<file path="config.mk">
export PLATFORM = sky130hd
export DESIGN_NAME = ssp_ctrl
export DESIGN_NICKNAME = d
export VERILOG_FILES = /design/src/rtl/ssp_pkg.sv /design/src/rtl/ssp_fifo.sv /design/src/rtl/ssp_clkdiv.sv /design/src/rtl/ssp_engine.sv /design/src/rtl/ssp_ctrl.sv
export SDC_FILE = /design/constraint.sdc
export NUM_CORES = 1
export LEC_CHECK = 0
export BUFFER_PORTS_ARGS = -buffer_cell sky130_fd_sc_hd__buf_4
export CAP_MARGIN = 15
export CORE_ASPECT_RATIO = 0.75
export CORE_MARGIN = 4
export CORE_UTILIZATION = 50
export DETAILED_ROUTE_END_ITERATION = 7
export GPL_TIMING_DRIVEN = 0
export HOLD_SLACK_MARGIN = 0.1
export PLACE_DENSITY = 0.66
export SYNTH_ARGS = -nofsm -noshare
export SYNTH_HDL_FRONTEND = slang
export SYNTH_HIERARCHICAL = 1
export SYNTH_SLANG_ARGS = --single-unit
</file>
<file path="constraint.sdc">
create_clock -name clk -period 8.9 [get_ports clk]
set_input_delay 0.445 -clock clk [delete_from_list [all_inputs] [get_ports clk]]
set_output_delay 0.445 -clock clk [all_outputs]
set_load 0.02 [all_outputs]
</file>
<file path="src/rtl/ssp_pkg.sv">
package ssp_pkg;
  localparam logic [7:0] ADDR_CR0  = 8'h60;
  localparam logic [7:0] ADDR_CR1  = 8'h64;
  localparam logic [7:0] ADDR_DATA = 8'h6C;
  localparam logic [7:0] ADDR_STAT = 8'h74;
  localparam logic [1:0] FMT_TI    = 2'd1;
endpackage

</file>
<file path="src/rtl/ssp_fifo.sv">
module ssp_fifo #(
  parameter int W     = 16,
  parameter int DEPTH = 8,
  localparam int AW   = $clog2(DEPTH),
  localparam int CW   = $clog2(DEPTH + 1)
) (
  input  logic          clk,
  input  logic          rst_n,
  input  logic          flush,
  input  logic          push,
  input  logic [W-1:0]  din,
  input  logic          pop,
  output logic [W-1:0]  dout,
  output logic [CW-1:0] count
);
  localparam logic [CW-1:0] FULL_C = CW'(DEPTH);
  localparam logic [AW-1:0] LAST_P = AW'(DEPTH - 1);

  logic [W-1:0]  mem [DEPTH];
  logic [AW-1:0] wp_q, rp_q, wp_d, rp_d;
  logic [CW-1:0] cnt_q, cnt_d;
  logic          do_push, do_pop;

  assign do_push = push && (cnt_q != FULL_C) && !flush;
  assign do_pop  = pop && (cnt_q != '0) && !flush;

  always_comb begin
    wp_d  = wp_q;
    rp_d  = rp_q;
    cnt_d = cnt_q;
    if (flush) begin
      wp_d  = '0;
      rp_d  = '0;
      cnt_d = '0;
    end else begin
      if (do_push) wp_d = (wp_q == LAST_P) ? '0 : wp_q + 1'b1;
      if (do_pop)  rp_d = (rp_q == LAST_P) ? '0 : rp_q + 1'b1;
      if (do_push && !do_pop)      cnt_d = cnt_q + 1'b1;
      else if (do_pop && !do_push) cnt_d = cnt_q - 1'b1;
    end
  end

  always_ff @(posedge clk or negedge rst_n) begin
    if (!rst_n) begin
      wp_q  <= '0;
      rp_q  <= '0;
      cnt_q <= '0;
    end else begin
      wp_q  <= wp_d;
      rp_q  <= rp_d;
      cnt_q <= cnt_d;
    end
  end

  always_ff @(posedge clk) begin
    if (do_push) mem[wp_q] <= din;
  end

  assign dout  = mem[rp_q];
  assign count = cnt_q;
endmodule

</file>
<file path="src/rtl/ssp_clkdiv.sv">
module ssp_clkdiv #(
  parameter int RW = 8
) (
  input  logic          clk,
  input  logic          rst_n,
  input  logic          run,
  input  logic          tick,
  input  logic [RW-1:0] rate,
  output logic          launch,
  output logic          sample,
  output logic          half
);
  logic [RW-1:0] cnt_q, cnt_d;
  logic          half_q, half_d;
  logic          wrap;

  assign wrap = run && tick && (cnt_q == rate);

  always_comb begin
    cnt_d  = cnt_q;
    half_d = half_q;
    if (!run) begin
      cnt_d  = '0;
      half_d = 1'b1;
    end else if (tick) begin
      if (wrap) begin
        cnt_d  = '0;
        half_d = ~half_q;
      end else begin
        cnt_d = cnt_q + 1'b1;
      end
    end
  end

  always_ff @(posedge clk or negedge rst_n) begin
    if (!rst_n) begin
      cnt_q  <= '0;
      half_q <= 1'b1;
    end else begin
      cnt_q  <= cnt_d;
      half_q <= half_d;
    end
  end

  assign launch = wrap && half_q;
  assign sample = wrap && !half_q;
  assign half   = half_q;
endmodule

</file>
<file path="src/rtl/ssp_engine.sv">
module ssp_engine #(
  parameter int DW  = 16,
  localparam int WW = $clog2(DW + 1)
) (
  input  logic          clk,
  input  logic          rst_n,
  input  logic          run,
  input  logic          launch,
  input  logic          sample,
  input  logic [WW-1:0] width,
  input  logic          tx_avail,
  input  logic [DW-1:0] tx_word,
  output logic          tx_pop,
  input  logic          rx_in,
  output logic          rx_push,
  output logic [DW-1:0] rx_word,
  output logic          busy,
  output logic          frm,
  output logic          txd
);
  logic          busy_q, busy_d, frm_q, frm_d;
  logic [WW-1:0] cnt_q, cnt_d;
  logic [DW-1:0] txsh_q, txsh_d, rxsh_q, rxsh_d;
  logic [DW:0]   mask;
  logic          word_end, data_phase;

  assign data_phase = busy_q && !frm_q;
  assign word_end   = data_phase && (cnt_q == WW'(1));
  assign tx_pop     = run && launch && tx_avail && (!busy_q || word_end);
  assign mask       = ({{DW{1'b0}}, 1'b1} << width) - 1'b1;

  always_comb begin
    busy_d = busy_q;
    frm_d  = frm_q;
    cnt_d  = cnt_q;
    txsh_d = txsh_q;
    rxsh_d = rxsh_q;
    if (!run) begin
      busy_d = 1'b0;
      frm_d  = 1'b0;
      cnt_d  = '0;
      txsh_d = '0;
      rxsh_d = '0;
    end else begin
      if (launch) begin
        if (!busy_q || word_end) begin
          busy_d = tx_avail;
          frm_d  = tx_avail;
          cnt_d  = width;
          txsh_d = tx_word << (WW'(DW) - width);
        end else if (frm_q) begin
          frm_d = 1'b0;
        end else begin
          txsh_d = txsh_q << 1;
          cnt_d  = cnt_q - 1'b1;
        end
      end
      if (sample && data_phase) rxsh_d = {rxsh_q[DW-2:0], rx_in};
    end
  end

  always_ff @(posedge clk or negedge rst_n) begin
    if (!rst_n) begin
      busy_q <= 1'b0;
      frm_q  <= 1'b0;
      cnt_q  <= '0;
      txsh_q <= '0;
      rxsh_q <= '0;
    end else begin
      busy_q <= busy_d;
      frm_q  <= frm_d;
      cnt_q  <= cnt_d;
      txsh_q <= txsh_d;
      rxsh_q <= rxsh_d;
    end
  end

  assign rx_push = run && sample && word_end;
  assign rx_word = {rxsh_q[DW-2:0], rx_in} & mask[DW-1:0];
  assign busy    = busy_q;
  assign frm     = frm_q;
  assign txd     = data_phase && txsh_q[DW-1];
endmodule

</file>
<file path="src/rtl/ssp_ctrl.sv">
module ssp_ctrl #(
  parameter int DW       = 16,
  parameter int TX_DEPTH = 8,
  parameter int RX_DEPTH = 12,
  parameter int RW       = 8
) (
  input  logic        clk,
  input  logic        rst_n,
  input  logic        ext_tick,
  input  logic        bus_wr,
  input  logic        bus_rd,
  input  logic [7:0]  bus_addr,
  input  logic [15:0] bus_wdata,
  output logic [15:0] bus_rdata,
  output logic        ssp_sclk,
  output logic        ssp_frm,
  output logic        ssp_txd,
  input  logic        ssp_rxd,
  output logic        irq_tx,
  output logic        irq_rx
);
  import ssp_pkg::*;
  localparam int WW  = $clog2(DW + 1);
  localparam int TCW = $clog2(TX_DEPTH + 1);
  localparam int RCW = $clog2(RX_DEPTH + 1);
  localparam logic [TCW-1:0] TX_FULL = TCW'(TX_DEPTH);
  localparam logic [TCW-1:0] TX_HALF = TCW'(TX_DEPTH / 2);
  localparam logic [RCW-1:0] RX_FULL = RCW'(RX_DEPTH);
  localparam logic [RCW-1:0] RX_HALF = RCW'(RX_DEPTH / 2);

  logic [15:0]    cr0_q, cr0_d;
  logic [5:0]     cr1_q, cr1_d;
  logic           ovr_q, ovr_d;
  logic           en, run, tick, launch, sample, half;
  logic [WW-1:0]  width;
  logic [TCW-1:0] tx_cnt;
  logic [RCW-1:0] rx_cnt;
  logic [DW-1:0]  tx_dout, rx_dout, rx_word;
  logic           tx_pop, rx_push, eng_busy, frm_i, txd_i, rx_in;
  logic           wr_cr0, wr_cr1, wr_data, wr_stat, rd_data;
  logic           st_txnf, st_rxne, st_busy, st_txh, st_rxh;

  assign wr_cr0  = bus_wr && (bus_addr == ADDR_CR0);
  assign wr_cr1  = bus_wr && (bus_addr == ADDR_CR1);
  assign wr_data = bus_wr && (bus_addr == ADDR_DATA);
  assign wr_stat = bus_wr && (bus_addr == ADDR_STAT);
  assign rd_data = bus_rd && (bus_addr == ADDR_DATA);

  assign en    = cr0_q[7];
  assign run   = en && (cr0_q[5:4] == FMT_TI);
  assign tick  = cr1_q[5] ? ext_tick : 1'b1;
  assign width = (cr0_q[3:0] < 4'd3) ? WW'(4) : WW'(cr0_q[3:0]) + WW'(1);
  assign rx_in = cr1_q[2] ? txd_i : ssp_rxd;

  always_comb begin
    cr0_d = cr0_q;
    cr1_d = cr1_q;
    ovr_d = ovr_q;
    if (wr_cr0) cr0_d = bus_wdata;
    if (wr_cr1) cr1_d = bus_wdata[5:0];
    if (wr_stat && bus_wdata[5]) ovr_d = 1'b0;
    if (rx_push && (rx_cnt == RX_FULL)) ovr_d = 1'b1;
  end

  always_ff @(posedge clk or negedge rst_n) begin
    if (!rst_n) begin
      cr0_q <= '0;
      cr1_q <= '0;
      ovr_q <= 1'b0;
    end else begin
      cr0_q <= cr0_d;
      cr1_q <= cr1_d;
      ovr_q <= ovr_d;
    end
  end

  ssp_fifo #(.W(DW), .DEPTH(TX_DEPTH)) u_txf (
    .clk(clk), .rst_n(rst_n), .flush(!en), .push(wr_data),
    .din(bus_wdata[DW-1:0]), .pop(tx_pop), .dout(tx_dout), .count(tx_cnt));

  ssp_fifo #(.W(DW), .DEPTH(RX_DEPTH)) u_rxf (
    .clk(clk), .rst_n(rst_n), .flush(!en), .push(rx_push),
    .din(rx_word), .pop(rd_data), .dout(rx_dout), .count(rx_cnt));

  ssp_clkdiv #(.RW(RW)) u_div (
    .clk(clk), .rst_n(rst_n), .run(run), .tick(tick), .rate(cr0_q[15:8]),
    .launch(launch), .sample(sample), .half(half));

  ssp_engine #(.DW(DW)) u_eng (
    .clk(clk), .rst_n(rst_n), .run(run), .launch(launch), .sample(sample),
    .width(width), .tx_avail(tx_cnt != '0), .tx_word(tx_dout), .tx_pop(tx_pop),
    .rx_in(rx_in), .rx_push(rx_push), .rx_word(rx_word), .busy(eng_busy),
    .frm(frm_i), .txd(txd_i));

  assign st_txnf = (tx_cnt != TX_FULL);
  assign st_rxne = (rx_cnt != '0);
  assign st_busy = eng_busy || (tx_cnt != '0);
  assign st_txh  = (tx_cnt <= TX_HALF);
  assign st_rxh  = (rx_cnt >= RX_HALF);

  always_comb begin
    case (bus_addr)
      ADDR_CR0:  bus_rdata = cr0_q;
      ADDR_CR1:  bus_rdata = {10'b0, cr1_q};
      ADDR_DATA: bus_rdata = 16'(rx_dout);
      ADDR_STAT: bus_rdata = {10'b0, ovr_q, st_rxh, st_txh, st_busy, st_rxne, st_txnf};
      default:   bus_rdata = '0;
    endcase
  end

  assign ssp_sclk = cr1_q[3] ^ (eng_busy && half);
  assign ssp_frm  = frm_i;
  assign ssp_txd  = txd_i;
  assign irq_tx   = cr1_q[1] && st_txh;
  assign irq_rx   = cr1_q[0] && st_rxh;
endmodule

</file>
-- Word level (Yosys, flattened, before mapping)
Memories as Yosys holds them, arrays and structs flattened.
Index checks and enable logic that the tools add are counted.
- bits in registers: 92
- memories: 2
- input bits: 30
- output and inout port bits: 21
- RAM bits: 320
- logic and storage cells: 166
- bitwise logic cells: 3
- equality and inequality tests: 26
- $add $sub $neg: 13
- reduce and logical (&&, ||, !) cells: 51
- muxes and demuxes: 50
- shifts and indexed selects: 2
- $lt $le $gt $ge: 3
- memory list (memory ; depth ; width ; rd ports ; clocked after memory_dff ; write ports ; RTL line ; RTL):
    u_rxf.mem ; 12 ; 16 ; 1 ; 0 ; 1 ; ssp_fifo.sv:19 ; logic [W-1:0] mem [DEPTH];
    u_txf.mem ; 8 ; 16 ; 1 ; 0 ; 1 ; ssp_fifo.sv:19 ;
- operators with widths (operator ; number):
    2-to-1 mux 16 bit ; 4
    one-hot mux 16 bit (4 select lines) ; 1
    2-to-1 mux 4 bit ; 12
    logical AND 1 bit ; 36
    == test 8 x 7 -> 1 bit (second input constant) ; 4
    2-to-1 mux 15 bit ; 2
    2-to-1 mux 5 bit ; 5
    2-to-1 mux 8 bit ; 3
    2-to-1 mux 3 bit ; 6
    2-to-1 mux 1 bit ; 17
    adder 4 x 1 -> 4 bit (second input constant) ; 4
    bitwise AND 16 bit ; 1
    left shift 1 x 5 -> 16 bit (first input constant) ; 1
    left shift 16 x 5 -> 16 bit ; 1
    subtractor 16 x 1 -> 16 bit (second input constant) ; 1
    inequality test 2 x 1 -> 1 bit (second input constant) ; 7
    == test 4 bit (second input constant) ; 3
    adder 8 x 1 -> 8 bit (second input constant) ; 1
    == test 8 bit ; 1
    inequality test 4 bit (second input constant) ; 2
    nonzero test 4 bit ; 2
    subtractor 4 x 1 -> 4 bit (second input constant) ; 2
    zero test 1 bit ; 7
    adder 3 x 1 -> 3 bit (second input constant) ; 2
    other kinds (17) ; 23

-- Logic depth before layout (Yosys ltp)
- depth in word-level cells: 14
- depth in mapped cells: 18
- depth with buffers taken out: 15

-- Modules after synthesis
Netlist, hierarchy kept.
- by module, submodules not included (module ; times used ; seq. area each (sq um) ; area each (sq um) ; cells an instance):
    ssp_fifo at u_rxf ; 1 ; 6065.8 ; 8226.6 ; 416
    ssp_fifo at u_txf ; 1 ; 4093.9 ; 5572.8 ; 268
    ssp_engine ; 1 ; 950.9 ; 3159.3 ; 361
    ssp_ctrl ; 1 ; 575.6 ; 1438.9 ; 122
    ssp_clkdiv ; 1 ; 226.5 ; 559.3 ; 60

-- Worst setup path before layout
No wires, ideal clock.
- kind: reg2reg
- start point: register u_div.cnt_q[4]
- end point: memory u_rxf.mem[3][0], enable pin
- clock period less this slack: 4591 ps
- data arrival time: 4155 ps
- slack: 4309 ps
- stages on the path, launching flop included: 12
- required time: 8464 ps
- cells stage by stage: dfrtp_1 -> xnor2_1 -> nand4_1 -> nor4_1 -> and3b_1 -> clkbuf_1 -> clkbuf_1 -> nand2_1 -> nor2_1 -> nand2b_1 -> buf_6 -> nor4b_1
- longest elaborated chain between the ends: 9
- RTL lines (item ; RTL line ; RTL):
    start, declared ; ssp_clkdiv.sv:13 ; logic [RW-1:0] cnt_q, cnt_d;
    start signal, assigned ; ssp_clkdiv.sv:40 ; cnt_q <= cnt_d;
    == test 8 bit ; ssp_clkdiv.sv:17 ; assign wrap = run && tick && (cnt_q == rate);
    logical AND 1 bit ; ssp_clkdiv.sv:17 ;
    logical AND 1 bit ; ssp_clkdiv.sv:46 ; assign sample = wrap && !half_q;
    via sample ; ssp_ctrl.sv:34 ; logic en, run, tick, launch, sample, half;
    logical AND 1 bit (2 in series) ; ssp_engine.sv:78 ; assign rx_push = run && sample && word_end;
    via rx_push ; ssp_ctrl.sv:39 ; logic tx_pop, rx_push, eng_busy, frm_i, txd_i, rx_in;
    logical AND 1 bit (2 in series) ; ssp_fifo.sv:24 ; assign do_push = push && (cnt_q != FULL_C) && !flush;
    2-to-1 mux 1 bit ; ssp_fifo.sv:56 ; if (do_push) mem[wp_q] <= din;
    2-to-1 mux 1 bit (implied by the code) ; ssp_fifo.sv:56 ;
    end, declared ; ssp_fifo.sv:19 ;
The timed path passes the listed nets, and every way through them passes these cells.

-- Worst setup path in the final report
- start point: register u_div.cnt_q[4]
- end point: register u_rxf.cnt_q[3] (netlist: u_rxf/count[3])
- longest elaborated chain between the ends: 10
- elaborated cells between the ends (all ways): 13
- classes of those cells: 2 x eq/ne; 2 x mux; 9 x reduce/logical
- RTL lines (item ; RTL line ; RTL):
    == test 8 bit (*) ; ssp_clkdiv.sv:17 ;
    logical AND 1 bit (*) ; ssp_clkdiv.sv:17 ;
    logical AND 1 bit (*) ; ssp_clkdiv.sv:46 ;
    via sample ; ssp_ctrl.sv:34 ;
    logical AND 1 bit (*) (2 in series) ; ssp_engine.sv:78 ;
    via rx_push ; ssp_ctrl.sv:39 ;
    logical AND 1 bit (*) (2 in series) ; ssp_fifo.sv:24 ;
    zero test 1 bit or logical AND 1 bit (tied branches) ; ssp_fifo.sv:39, ssp_fifo.sv:38 ;
    logical AND 1 bit or 2-to-1 mux 4 bit (tied branches) ; ssp_fifo.sv:39, ssp_fifo.sv:38 ;
    inequality test 3 x 1 -> 1 bit (no line) or 2-to-1 mux 4 bit (tied branches) ; - ;
    end signal, assigned ; ssp_fifo.sv:51 ; cnt_q <= cnt_d;
    end, declared ; ssp_fifo.sv:21 ; logic [CW-1:0] cnt_q, cnt_d;
Mark *: on every way through the listed nets, which the timed path passes. The rest lies on a longest branch.
A chain may end at the register's enable or synchronous reset.

==> results.cfg <==
[outcome]
outcome = complete, no violations

[yosys]
dominant_register_cell_in_the_synthesized_netlist = sky130_fd_sc_hd__edfxtp_1
synth-adder-area-share_pct = 1.795
synth_async_sr_flop_share_pct = 22.33
synth_cells = 1227
synth-seq-cells = 412
ys_warn_count = 6
synth.mux.area_fraction_pct = 15.72
synth_enable_flop_cells = 320
number_of_nets_produced_by_synthesis = 1283
synth-seq-area-share_pct = 62.84
xor_xnor_fraction_of_synth_area_pct = 1.241
synthesized_area_per_cell_um2 = 15.45
fraction_of_the_mapped_netlist_area_in_compound_gates_pct = 7.346
synth-simple-area-share_pct = 8.633
synth_top_family_by_area = multiplexers
synth_cell_type_count = 90
synth_area_um2 = 18960

[grt]
grt_use_met1_pct = 36.72
grt_first_pass_wirelength_um = 69630
grt_use_met2_pct = 30.78
first_global_vias = 11300
grtUsageTotal_pct = 22.46
met3_usage_pct = 4.521
grt_antenna_before_repair = 1
grt.overflow.total = 0
pin_count_of_the_biggest_net_entering_global_routing = 56
grt_most_used_layer = met1

[pwr]
seq_power_share_pct = 52.9
combPwrFrac_pct = 4.1
report.power.total_w = 0.003912
p_leak_nw = 7.934
clockPowerShare_pct = 42.9
power_density_nw_per_um2 = 181.9
switching_share_pct = 21.00
internal_power_w = 0.003091
total_switching_power_w = 0.0008218
vdd_ir_drop_max_mv = 0.1099

[critical_path]
cp-end-kind = flip-flop
startpoint_kind_of_the_worst_setup_timing_path = flip-flop
path_delay_family = simple AND/OR/NAND/NOR gates
critPathMaxFanout = 10
buffer_and_inverter_count_on_the_worst_path = 4
timing.critical_path.cells = xnor2_1 -> nand4_1 -> nor4_1 -> and3b_1 -> clkbuf_1 -> clkbuf_1 -> nand2_1 -> nor2_1 -> nand2b_1 -> buf_6 -> nor3_1 -> inv_1 -> ha_1 -> a21oi_1 -> a21oi_1 -> or4b_1 -> nand4_1
crit_path_top_delay_cell = sky130_fd_sc_hd__nor4_1
worstReg2RegStart = u_div/cnt_q[4]
worstRegToRegCells = 17
critical_setup_path_class = reg2reg
data_required_time_at_the_worst_endpoint_ns = 9.37
r2r-end = u_rxf/count[3]
ff2ff_setup_slack_ns = 3.34
critical_path_depth = 17
cp_data_arrival_time_ns = 6.03
max_stage_delay_ns = 0.88

[sta]
max_slew_headroom_pct = 26.49
report.final.setup_viol = 0
rsz0062_at_grt = no
period_needed_ns = 5.561
clock_skew_ns = 0.01453
final.setup.tns_ns = 0
hold_viol = 0
clock.fmax_mhz = 179.8
slew_violations = 0
fin_crit_sh_pct = 62.48
timing_worst_slew_pin_value_ns = 1.103

[die]
die_x_um = 232.8
floorplan.initialDensity_pct = 50.90
io_pins = 51
core_um2 = 37250
die_area_um2 = 41130
die_h_um = 176.6
rows = 61

[place]
post_dp_hpwl_um = 32350
portBuffers = 50
place_congestion = 0.8937

[clock_tree]
cts_tree = done
cts.root.buffer_cell = sky130_fd_sc_hd__clkbuf_16
path_clk_slew_ns = 0.06
number_of_instances_resized_during_post_cts_repair = 0
clock_tree.buffer_depth = 3
cts-htree-levels = 2
cts-buffers-inserted = 41
post_cts_buffers = 0
clkLatencyLatePin_ns = 0.54
tritoncts_num_sinks = 412

[drt]
detailedRoute.firstIterationViolations = 1180
drt_via_density = 6.086
drcViolationCount = 0
drt_pre_antenna_iters = 6
route.detailed.wl_per_inst_um = 24.30
antenna_left = 0
routed_wl_um = 45540
num_vias = 11410

[min_path]
hold_path_class = in2reg
timing.hold.worst_endpoint = u_txf/mem[7][8]
worst_hold_path.num_cells = 1
hold_path_startpoint = bus_wdata[8]

[final_layout]
area.sequential_um2 = 11910
final_layout_size_suffix_gt1_share_pct = 23.81
multiInputGateArea_um2 = 6621
layout.filler_cells = 2956
num-nets-final = 1393
layout_commonest_cell = sky130_fd_sc_hd__edfxtp_1
final_cell_mix = sky130_fd_sc_hd__edfxtp_1 (320), sky130_fd_sc_hd__nand2_1 (97), sky130_fd_sc_hd__mux4_2 (92), sky130_fd_sc_hd__dfrtp_1 (91), sky130_fd_sc_hd__buf_4 (63)
synthToLayoutAreaGrowth_pct = 13.43

[flow_run]
timing.max_cap.violations = 0
## layout make-up
| cell class | instances | share of cell area, % |
|---|---|---|
| sequential | 412 | 55.40 |
| multi-input combinational | 724 | 30.79 |
| clock buffer | 53 | 5.126 |
| tap | 504 | 2.933 |
| timing repair buffer | 67 | 2.712 |
| buffer | 64 | 1.670 |
| clock inverter | 22 | 0.8844 |
| inverter | 27 | 0.4713 |
| antenna | 1 | 0.01164 |
## through the flow
stage                     hold slack, ns  worst slack (ns)  util (%)  cells  cell area (µm²)
after floorplan                   0.1494             4.309         -   1227            18960
after global placement            0.4601             1.477     53.60   1781            19960
after detailed placement          0.4754             3.628     54.22   1796            20190
after CTS                         0.1446             3.564     57.71   1872            21500
after global routing              0.1494             3.042     57.73   1874            21500
final                             0.1590             3.339     57.73   1874            21500
## logic make-up after synthesis
kind of cell	count (synthesis)
buf+inv	91
simple gates	301
compound gates	197
xor+xnor	26
flops	412
fa+ha+maj	26
mux	174
## how the worst max path moves through the flow
stage | end | startpoint
finish | u_rxf/count[3] | u_div/cnt_q[4]
global route | u_rxf/count[3] | cr0_q[7]
CTS | u_rxf/count[3] | u_div/cnt_q[0]
detailed placement | u_rxf/count[3] | u_div/cnt_q[0]
global placement | u_rxf/mem[3][11] | u_div/cnt_q[0]
floorplan | u_rxf/mem[3][0] | u_div/cnt_q[4]
## power groups by stage
| stage | sequential (W) | clock (W) | combinational, W |
|---|---|---|---|
| 2_1_floorplan | 0.00211 | 0 | 0.0000925 |
| 3_3_place_gp | 0.00211 | 0 | 0.000154 |
| 6_report | 0.00207 | 0.00168 | 0.000162 |
| 5_1_grt | 0.00207 | 0.00180 | 0.000173 |
| 4_1_cts | 0.00207 | 0.00172 | 0.000158 |
| 3_5_place_dp | 0.00211 | 0 | 0.000157 |
## registers in the layout, summed over array words and instances (netlist names), 3 cells and up
signal        count
u_div/cnt_q       8
cr0_q            16
u_txf/mem       128
u_eng/txsh_q     16
u_rxf/count       4
u_rxf/mem       192
u_rxf/rp_q        4
u_eng/rxsh_q     15
u_txf/wp_q        3
u_txf/rp_q        3
cr1_q             6
u_eng/cnt_q       5
u_txf/count       4
u_rxf/wp_q        4
## metal layers
layer,share of wire [%],vias to the layer above,wire [µm]
li1,-,5038,-
met1,47,5857,21550
met2,43,453,19430
met3,8.3,57,3771
met4,1.7,0,792
met5,0,-,0
## cells in the mapped netlist, drive strengths merged, types with 3 or more instances
master   number  area share, %
dfrtp        91             12
o31ai         3           0.12
nor4          7           0.31
or2           5           0.17
a21oi        31           0.82
nand2b       10           0.33
o211ai        8           0.32
a22oi        17           0.67
mux2i        43            2.3
mux4         92             11
xnor2        21            1.0
or3           6           0.23
nor3         17           0.51
nand4         6           0.20
nand3        25           0.75
and3b         4           0.18
a221oi        4           0.22
o221ai        7           0.32
and3          6           0.20
mux2         39            2.5
o21a          6           0.24
xor2          5           0.23
a22o         10           0.46
a211oi        4           0.22
nor2         57            1.2
buf          33            1.3
o21ai        50            1.3
o311a         3           0.22
a21boi       22           0.87
clkbuf       31           0.61
nand3b        4           0.16
or4           3           0.12
a31oi         6           0.20
nor2b        12           0.44
nor3b         9           0.36
edfxtp      320             51
o22ai         3          0.099
o2bb2ai       3           0.14
inv          27           0.53
or4b          4           0.23
and2         17           0.56
nor4b         4           0.38
nand2        97            1.9
ha           24            1.6
## timing repair
action,CTS,global route
hold buffers,1,0
endpoints found under the hold margin,37,0
setup endpoints to repair,0,0
Power figures use the tool's default switching activity.
